[config.mk]
export PLATFORM = sky130hd
export DESIGN_NAME = edo_page_sequencer
export DESIGN_NICKNAME = d
export VERILOG_FILES = /design/src/rtl/edo_seq_pkg.sv /design/src/rtl/edo_wait_timer.sv /design/src/rtl/edo_refresh_pending.sv /design/src/rtl/edo_page_sequencer.sv
export SDC_FILE = /design/constraint.sdc
export NUM_CORES = 1
export LEC_CHECK = 0
export BUFFER_PORTS_ARGS = -buffer_cell sky130_fd_sc_hd__buf_2
export CAP_MARGIN = 20
export CORE_MARGIN = 2
export CORE_UTILIZATION = 43
export DETAILED_ROUTE_END_ITERATION = 6
export PLACE_DENSITY_LB_ADDON = 0.05
export SYNTH_ARGS = -nofsm -noshare
export SYNTH_HDL_FRONTEND = slang
export SYNTH_SLANG_ARGS = --single-unit
export TNS_END_PERCENT = 10
[constraint.sdc]
create_clock -name clk -period 2.3 [get_ports clk]
set_clock_uncertainty 0.2 [all_clocks]
set_input_delay 0.23 -clock clk [delete_from_list [all_inputs] [get_ports clk]]
set_output_delay 0.23 -clock clk [all_outputs]
set_load 0.1 [all_outputs]
[src/rtl/edo_seq_pkg.sv]
package edo_seq_pkg;

    typedef enum logic [3:0] {
        ST_IDLE,
        ST_RCD,
        ST_COL,
        ST_CAS,
        ST_PAGE,
        ST_PRE,
        ST_CBR_CAS,
        ST_CBR_RAS
    } seq_state_t;

    // States in which the row strobe is held low
    function automatic logic row_strobe_low(seq_state_t s);
        return (s == ST_RCD) || (s == ST_COL) || (s == ST_CAS) ||
               (s == ST_PAGE) || (s == ST_CBR_RAS);
    endfunction

endpackage

[src/rtl/edo_wait_timer.sv]
module edo_wait_timer #(
    parameter int WIDTH = 5
) (
    input  logic             clk,
    input  logic             rst_n,
    input  logic             load,
    input  logic [WIDTH-1:0] load_val,
    output logic             done
);
    logic [WIDTH-1:0] cnt;

    always_ff @(posedge clk) begin
        if (!rst_n)
            cnt <= '0;
        else if (load)
            cnt <= load_val;
        else if (cnt != '0)
            cnt <= cnt - 1'b1;
    end

    assign done = (cnt == '0);
endmodule

[src/rtl/edo_refresh_pending.sv]
module edo_refresh_pending (
    input  logic clk,
    input  logic rst_n,
    input  logic refresh_req,
    input  logic take,
    output logic pending
);
    logic flag;

    always_ff @(posedge clk) begin
        if (!rst_n)
            flag <= 1'b0;
        else
            flag <= (flag | refresh_req) & ~take;
    end

    // A request arriving this cycle already counts as pending
    assign pending = flag | refresh_req;
endmodule

[src/rtl/edo_page_sequencer.sv]
module edo_page_sequencer
    import edo_seq_pkg::*;
#(
    parameter int ROW_W  = 12,
    parameter int COL_W  = 11,
    parameter int DATA_W = 72,
    parameter int T_RAS  = 13,
    parameter int T_RP   = 8,
    parameter int T_RCD  = 4,
    parameter int T_CAS  = 4,
    parameter int T_RAC  = 13
) (
    input  logic                    clk,
    input  logic                    rst_n,
    input  logic                    req_valid,
    input  logic                    req_write,
    input  logic [ROW_W+COL_W-1:0]  req_addr,
    input  logic [DATA_W-1:0]       req_wdata,
    output logic                    req_ack,
    output logic [DATA_W-1:0]       rd_data,
    output logic                    rd_valid,
    input  logic                    refresh_req,
    output logic                    dram_ras_n,
    output logic                    dram_cas_n,
    output logic                    dram_we_n,
    output logic                    dram_oe_n,
    output logic [ROW_W-1:0]        dram_addr,
    output logic [DATA_W-1:0]       dram_dq_out,
    output logic                    dram_dq_oe,
    input  logic [DATA_W-1:0]       dram_dq_in
);
    localparam int ADDR_W  = ROW_W + COL_W;
    localparam int T_MAX0  = (T_RAS > T_RP) ? T_RAS : T_RP;
    localparam int T_MAX1  = (T_RCD > T_CAS) ? T_RCD : T_CAS;
    localparam int T_MAX   = (T_MAX0 > T_MAX1) ? T_MAX0 : T_MAX1;
    localparam int TMR_W   = $clog2(T_MAX + 1);
    localparam int AGE_A   = (T_RAS > T_RAC) ? T_RAS : T_RAC;
    localparam int AGE_LIM = (AGE_A > T_RCD + 1) ? AGE_A : T_RCD + 1;
    localparam int AGE_W   = $clog2(AGE_LIM + 1);
    localparam int PRE_W   = $clog2(T_RP + 1);

    localparam logic [AGE_W-1:0] AGE_MAX  = AGE_W'(AGE_LIM);
    localparam logic [AGE_W-1:0] RAS_MIN  = AGE_W'(T_RAS);
    localparam logic [AGE_W-1:0] RAC_MIN  = AGE_W'(T_RAC);
    localparam logic [AGE_W-1:0] RCD_MIN  = AGE_W'(T_RCD + 1);
    localparam logic [PRE_W-1:0] PRE_MAX  = PRE_W'(T_RP);
    localparam logic [TMR_W-1:0] LD_RCD   = TMR_W'(T_RCD - 1);
    localparam logic [TMR_W-1:0] LD_CAS   = TMR_W'(T_CAS - 1);
    localparam logic [TMR_W-1:0] LD_RAS   = TMR_W'(T_RAS - 1);
    localparam logic [TMR_W-1:0] LD_RP    = TMR_W'(T_RP - 1);

    seq_state_t state, state_n;

    logic [ROW_W-1:0]  row_q;
    logic [COL_W-1:0]  col_q;
    logic              wr_q;
    logic [DATA_W-1:0] wdata_q;
    logic [AGE_W-1:0]  ras_age;
    logic [PRE_W-1:0]  pre_age;
    logic              ack_q, rdv_q;
    logic [DATA_W-1:0] rdata_q;

    logic              tmr_load, tmr_done;
    logic [TMR_W-1:0]  tmr_val;
    logic              ref_pend, ref_take;
    logic              accept, finish;
    logic [ROW_W-1:0]  req_row;

    assign req_row = req_addr[ADDR_W-1:COL_W];

    edo_wait_timer #(.WIDTH(TMR_W)) u_timer (
        .clk      (clk),
        .rst_n    (rst_n),
        .load     (tmr_load),
        .load_val (tmr_val),
        .done     (tmr_done)
    );

    edo_refresh_pending u_refresh (
        .clk         (clk),
        .rst_n       (rst_n),
        .refresh_req (refresh_req),
        .take        (ref_take),
        .pending     (ref_pend)
    );

    // Next-state logic
    always_comb begin
        state_n  = state;
        tmr_load = 1'b0;
        tmr_val  = '0;
        ref_take = 1'b0;
        accept   = 1'b0;
        finish   = 1'b0;
        unique case (state)
            ST_IDLE: begin
                if (ref_pend) begin
                    ref_take = 1'b1;
                    state_n  = ST_CBR_CAS;
                end else if (req_valid) begin
                    accept   = 1'b1;
                    tmr_load = 1'b1;
                    tmr_val  = LD_RCD;
                    state_n  = ST_RCD;
                end
            end
            ST_RCD: if (tmr_done) state_n = ST_COL;
            ST_COL: begin
                tmr_load = 1'b1;
                tmr_val  = LD_CAS;
                state_n  = ST_CAS;
            end
            ST_CAS: begin
                if (tmr_done && (wr_q || ras_age >= RAC_MIN)) begin
                    finish  = 1'b1;
                    state_n = ST_PAGE;
                end
            end
            ST_PAGE: begin
                if (!ack_q) begin
                    if (ref_pend || (req_valid && req_row != row_q)) begin
                        if (ras_age >= RAS_MIN) begin
                            tmr_load = 1'b1;
                            tmr_val  = LD_RP;
                            state_n  = ST_PRE;
                        end
                    end else if (req_valid) begin
                        accept  = 1'b1;
                        state_n = ST_COL;
                    end
                end
            end
            ST_PRE: if (tmr_done) state_n = ST_IDLE;
            ST_CBR_CAS: begin
                tmr_load = 1'b1;
                tmr_val  = LD_RAS;
                state_n  = ST_CBR_RAS;
            end
            ST_CBR_RAS: begin
                if (tmr_done) begin
                    tmr_load = 1'b1;
                    tmr_val  = LD_RP;
                    state_n  = ST_PRE;
                end
            end
            default: state_n = ST_IDLE;
        endcase
    end

    // State register
    always_ff @(posedge clk) begin
        if (!rst_n)
            state <= ST_IDLE;
        else
            state <= state_n;
    end

    // Request latch, strobe age counters, response registers
    always_ff @(posedge clk) begin
        if (!rst_n) begin
            row_q   <= '0;
            col_q   <= '0;
            wr_q    <= 1'b0;
            wdata_q <= '0;
            ras_age <= '0;
            pre_age <= PRE_MAX;
            ack_q   <= 1'b0;
            rdv_q   <= 1'b0;
            rdata_q <= '0;
        end else begin
            if (accept) begin
                row_q   <= req_row;
                col_q   <= req_addr[COL_W-1:0];
                wr_q    <= req_write;
                wdata_q <= req_wdata;
            end
            if (!row_strobe_low(state_n))
                ras_age <= '0;
            else if (!row_strobe_low(state))
                ras_age <= AGE_W'(1);
            else if (ras_age != AGE_MAX)
                ras_age <= ras_age + 1'b1;
            if (row_strobe_low(state_n))
                pre_age <= '0;
            else if (row_strobe_low(state))
                pre_age <= PRE_W'(1);
            else if (pre_age != PRE_MAX)
                pre_age <= pre_age + 1'b1;
            ack_q <= finish;
            rdv_q <= finish & ~wr_q;
            if (finish && !wr_q)
                rdata_q <= dram_dq_in;
        end
    end

    // Output decode
    always_comb begin
        dram_ras_n  = ~row_strobe_low(state);
        dram_cas_n  = ~((state == ST_CAS) || (state == ST_CBR_CAS) || (state == ST_CBR_RAS));
        dram_we_n   = ~(wr_q && ((state == ST_COL) || (state == ST_CAS)));
        dram_oe_n   = ~(!wr_q && (state == ST_CAS));
        dram_dq_oe  = wr_q && ((state == ST_COL) || (state == ST_CAS));
        dram_dq_out = wdata_q;
        unique case (state)
            ST_RCD:         dram_addr = row_q;
            ST_COL, ST_CAS: dram_addr = {{(ROW_W-COL_W){1'b0}}, col_q};
            default:        dram_addr = '0;
        endcase
        req_ack  = ack_q;
        rd_valid = rdv_q;
        rd_data  = rdata_q;
    end

    // Protocol checks
    assert_ras_min_R7: assert property (@(posedge clk) disable iff (!rst_n)
        $rose(dram_ras_n) |-> $past(ras_age) >= RAS_MIN);

    assert_precharge_R6: assert property (@(posedge clk) disable iff (!rst_n)
        $fell(dram_ras_n) |-> $past(pre_age) >= PRE_MAX);

    assert_rcd_R8: assert property (@(posedge clk) disable iff (!rst_n)
        ($fell(dram_cas_n) && !dram_ras_n) |-> ras_age >= RCD_MIN);

    assert_read_capture_R9: assert property (@(posedge clk) disable iff (!rst_n)
        rd_valid |-> $past(ras_age) >= RAC_MIN);

    assert_early_write_R4: assert property (@(posedge clk) disable iff (!rst_n)
        ($fell(dram_cas_n) && !dram_we_n) |-> $past(!dram_we_n));

    assert_cbr_order_R10: assert property (@(posedge clk) disable iff (!rst_n)
        ($fell(dram_ras_n) && !dram_cas_n) |-> ($past(!dram_cas_n) && dram_we_n));

    assert_ack_pulse_R12: assert property (@(posedge clk) disable iff (!rst_n)
        req_ack |=> !req_ack);

    assert_rdvalid_ack_R3: assert property (@(posedge clk) disable iff (!rst_n)
        rd_valid |-> req_ack);
endmodule

* Word level (Yosys, flattened, before mapping) *
Index checks and enable logic that the tools add are counted.

word-level totals
  bits in registers = 183
  input bits = 172
  output and inout port bits = 163

cells by class
  add/subtract/negate cells = 2
  order comparisons = 1
  eq/ne operators = 15
  mux-type cells = 37
  bitwise logic cells = 9
  reductions and logical operators = 27

operators by type and width
  kind                                                                 count
  4-bit 2-to-1 mux                                                     12
  4-bit one-hot mux with 8 select lines                                1
  4-bit by 3-bit == test with 1-bit output (second input constant)     6
  12-bit one-hot mux with 2 select lines                               1
  4-bit one-hot mux with 5 select lines                                1
  4-bit by 2-bit == test with 1-bit output (second input constant)     4
  1-bit 2-to-1 mux                                                     14
  1-bit logical OR                                                     13
  3-bit 2-to-1 mux                                                     4
  12-bit != test                                                       1
  4-bit by 1-bit == test with 1-bit output (second input constant)     2
  4-bit zero test                                                      2
  1-bit inverter                                                       6
  1-bit logical AND                                                    5
  4-bit by 1-bit adder with 4-bit output (second input constant)       1
  4-bit >= comparator (second input constant)                          1
  2-bit 2-to-1 mux                                                     2
  4-bit != test (second input constant)                                1
  1-bit one-hot mux with 4 select lines                                1
  4-bit nonzero test                                                   1
  2-bit OR reduction                                                   2
  4-bit by 1-bit subtractor with 4-bit output (second input constant)  1
  3-bit AND reduction                                                  1
  1-bit AND                                                            2
  other kinds (6)                                                      6

* Depth between registers and ports, before layout *
  word-level depth = 12
  depth in mapped cells = 11
  gate-level depth less buffers = 9

* Hierarchy *
A second synthesis with hierarchy kept.

second synthesis, totals
  cells, all modules = 886
  area total of the unflattened synthesis = 7025.5 µm²

modules (own cells, without submodules)
  module               instances  cells an instance  area each (µm²)  seq. area each (µm²)
  edo_page_sequencer   1          860                6760.2           3563.4
  edo_wait_timer       1          23                 230.2            80.1
  edo_refresh_pending  1          3                  35.0             20.0

* Worst setup path after synthesis *
OpenSTA, ideal clock, no wires.

  path kind = register to output
  from = reg state[2]
  to = out dram_cas_n
  data arrival time = 2.661 ns
  required time = 1.870 ns
  setup slack = -0.791 ns
  stages on the path, launching flop included = 3
  path buffers = 1
  cells stage by stage = dfxtp_1 > clkbuf_1 > o21ai_0

between the ends
  word-level cells in the longest chain between the ends = 4
  elaborated cells between the ends (all ways) = 6

RTL lines
  item                                                                                                         RTL line                   RTL
  start: declaration                                                                                           edo_page_sequencer.sv:52   seq_state_t state, state_n;
  start signal: assignment                                                                                     edo_page_sequencer.sv:155  state <= state_n;
  4-bit by 2-bit == test with 1-bit output / 4-bit by 3-bit == test with 1-bit output (equally long branches)  edo_page_sequencer.sv:199  dram_cas_n = ~((state == ST_CAS) || (state == ST_CBR_CAS) || (state == ST_CBR_RAS));
  1-bit logical OR                                                                                             edo_page_sequencer.sv:199
  1-bit logical OR *                                                                                           edo_page_sequencer.sv:199
  1-bit inverter *                                                                                             edo_page_sequencer.sv:199
  end: declaration                                                                                             edo_page_sequencer.sv:24   output logic dram_cas_n,

Every way passes the cells marked *; elsewhere a longest branch is shown, timed or not.

* Worst setup path after layout *
  from = reg u_timer.cnt[0]
  to = reg ras_age[0]

between the ends
  word-level cells in the longest chain between the ends = 10
  elaborated cells between the ends (all ways) = 17

RTL lines
  item                                                                                                         RTL line                   RTL
  start: declaration                                                                                           edo_wait_timer.sv:10       logic [WIDTH-1:0] cnt;
  start signal: assignment                                                                                     edo_wait_timer.sv:16       cnt <= load_val;
  start signal: assignment                                                                                     edo_wait_timer.sv:18       cnt <= cnt - 1'b1;
  4-bit zero test *                                                                                            edo_wait_timer.sv:21       assign done = (cnt == '0);
  1-bit logical AND                                                                                            edo_page_sequencer.sv:114  if (tmr_done && (wr_q || ras_age >= RAC_MIN)) begin
  4-bit 2-to-1 mux                                                                                             edo_page_sequencer.sv:114
  4-bit one-hot mux with 8 select lines *                                                                      edo_page_sequencer.sv:95   unique case (state)
  4-bit by 1-bit == test with 1-bit output / 4-bit by 2-bit == test with 1-bit output (equally long branches)  -
  1-bit logical OR (3 in a row)                                                                                -
  1-bit logical OR *                                                                                           -
  2-bit AND reduction (no line) *                                                                              -
  end signal: assignment                                                                                       edo_page_sequencer.sv:182  ras_age <= ras_age + 1'b1;
  end: declaration                                                                                             edo_page_sequencer.sv:58   logic [AGE_W-1:0] ras_age;

Marked as above.
A chain may end at the register's enable or synchronous reset.

==> results.md <==
* Status: finished, violations left
* Failing checks: setup timing
* Synth Cell Area at between 0.007 and 0.008 sq mm
* Leakage at ~0.0054 uW
* CP Cell Sequence: inv_2, ha_4, or3b_4, nor2_8, a211o_4, o41ai_2, or4_4, a21oi_4, a311oi_1
* Global route total overflow at 0
* WL/cell at between 10 and 15 microns
* Commonest non-fill, non-tap cell in the layout: nand2_1
* Post-synthesis sequential area ratio at 0.493
* Avg Vias per Cell at 4.78
* Port Buffer Count at ~330
* Post-Syn Instances at 886
* Die H at about 140 microns
* Die Area at approximately 0.018 sq mm
* Pwr/cell area at around 650 mW/mm^2
* Die Span X at 135 microns
* Final WL at around 24,000 microns
* Crit start category: flip-flop
* First-pass GRT wire length at about 37,000 microns
* Hold WC Path Type: input pin to flip-flop
* Clk_lat worst skew at between 0.4 and 0.5 ns
* Worst Setup Path Type: flip-flop to flip-flop
* Share of layout cells above drive strength 1 at 0.326
* Endpoints failing setup at 9
* Cell Count, Final, Fillers Out at approximately 1,600
* Worst path required time at about 2.4 ns
* Worst Max-Slew Pin Slew at roughly 0.6 ns
* Row count at between 40 and 50
* Largest stage delay, worst path at ~0.51 ns
* Max-slew violations at 0
* Top FF cell, synth: dfxtp_1
* First-pass detailed-route iteration total at 4
* Max transition margin at 0.585
* Largest net degree at the start of global routing at 72
* Hold Vio Cnt, Final at 0
* Fin crit period at 2.37 ns
* Nets at 1,574
* Final Util at 0.727
* Worst Path Arrival at 2.46 ns
* Placed cell count at around 1,400
* CP max FO at 4
* Core Region at ~0.017 sq mm
* Vias in the first global route at roughly 7,600
* Initial antenna violation count at 1
* Cts bufs inserted at 17
* CTS clk-pin slew, worst paths at approximately 0.070 ns
* Antenna viol nets, final at 0
* Kind of end point of the critical path: flip-flop
* Final routed DRC violation total at 0
* Hold_ws at 0.106 ns
* Gpl congestion at roughly 0.8
* Initial DRC count at about 330
* Peak Freq at approximately 420 MHz
* Distinct cells, synth at 52
* Commonest cells after routing, fill and taps aside: nand2_1 (340), buf_2 (316), dfxtp_1 (179), dlygate4sd3_1 (168), a21boi_0 (84)
* Final period utilization at 1.03
* Post-Route Setup TNS at -0.382 ns
* RSZ-0062 raised after global routing: true
* Initial Util at 0.434
* CTS tree: built
* Total track usage at 0.248
* Overall Power at around 8000 uW
* Clock Path Buffers at 2
* Worst path slowest cell: or4_4
* Synthesis warning total at 0
* Post-synth EDFFs at 0
* Syn_area_per_cell at about 8.4 sq um
* Vias after detailed routing at slightly below 8,000
* Ys async rst share at 0
* Setup slack after layout at -0.0742 ns
* Peak VDD IR at about 0.55 mV
* Clock Root Buffer: clkbuf_16
* Syn_nets at approximately 1,100
* Layout Area Growth over Synthesis at 67.5%
* Yosys reg bits at roughly 180
* Dpl hpwl at roughly 14,000 microns
* H-tree depth at 4
* MaxCap Viol Count at 0
* Sink Count at ~180
* IO Pins at between 300 and 400
[worst max-delay path: cells and delay by family, from the launching register on]
family	cells	cell delay (ns)
buffers and inverters	1	0.06
DFF	1	0.33
and+or+nand+nor	3	1.07
AOI/OAI and AO/OA	4	0.45
adders and majority gates	1	0.13
[layer usage]
metal,global-route usage,vias up,share of wire
met4,0.0926,0,0.022
met5,0,-,0
li1,-,3945,-
met2,0.433,258,0.50
met1,0.294,3581,0.41
met3,0.0632,33,0.066
[synthesized netlist by cell type, drive strengths merged, types with 2 or more instances]
cell type,n,area [sq um]
nor2,13,67.6
a21boi,169,1270
nor3b,2,15.0
o21a,3,22.5
nand2b,5,31.3
nand2,342,1280
a22o,11,96.3
and2,2,12.5
a211oi,2,15.0
and3,3,18.8
nor3,6,30.0
nor2b,5,31.3
ha,4,50.1
buf,22,116
inv,7,26.3
a21o,2,15.0
xor2,4,35.0
a21oi,6,37.5
or3,2,12.5
clkbuf,41,154
nand4,2,12.5
nand3,7,35.0
a211o,2,26.3
or4,3,26.3
a31oi,4,31.3
o21ai,5,25.0
xnor2,10,87.6
nor4,5,52.6
o21bai,2,15.0
dfxtp,183,3660
[report_power, final]
group	switching (uW)	leakage [uW]	internal [uW]	total, uW
Combinational	871	0.00359	737	1610
Sequential	67.0	0.00148	3270	3330
Clock	1320	0.000306	1780	3100
[state kept, by name (all words and copies together), names as in the netlist, 4 cells and up]
name,flops
dram_dq_out,72
rd_data,72
row_q,12
col_q,11
ras_age,4
state,4
u_timer.cnt,4
[cells by family after synthesis]
group                    after synthesis  share of synthesized area
flip-flops                           183                      0.493
multiplexers                           1                    0.00135
XOR/XNOR                              14                     0.0165
adder cells (fa/ha/maj)                4                    0.00674
other                                  1                   0.000505
AND/OR/NAND/NOR                      401                      0.224
buffers and inverters                 70                     0.0399
AO/OA/AOI/OAI                        212                      0.218
[metrics by stage]
stage | setup slack, ns | area [sq um]
global route | -0.129 | 12400
CTS | -0.0526 | 12200
floorplan | -0.252 | 7440
detailed placement | -0.159 | 9830
finish | -0.0742 | 12400
global placement | -0.121 | 9830
[path summary, 6_finish.rpt]
check	cells past startpoint	endpoint	slack (ns)	start
hold reg to reg	2	rd_data[60]	0.25	rd_data[60]
setup reg to reg	9	ras_age[0]	-0.07	u_timer.cnt[0]
hold / removal	2	dram_dq_out[38]	0.11	rst_n
setup / recovery	9	ras_age[0]	-0.07	u_timer.cnt[0]
[layout make-up]
type,instances,area (sq um)
flip-flops and latches,183,3670
clock buffers,18,439
inverters,7,32.5
fillers,1314,4670
clock inverters,14,186
repair buffers,556,4200
diodes,1,2.50
multi-input cells,633,3630
well taps,225,282
[timing repair]
item,4_1_cts,5_1_grt
hold endpoints to repair,168,0
cloned,1,3
pin swaps,4,8
setup buffers,0,8
gates resized for setup,16,57
endpoints found under the setup margin,47,162
hold buffers,168,0
Power figures use the tool's default switching activity.
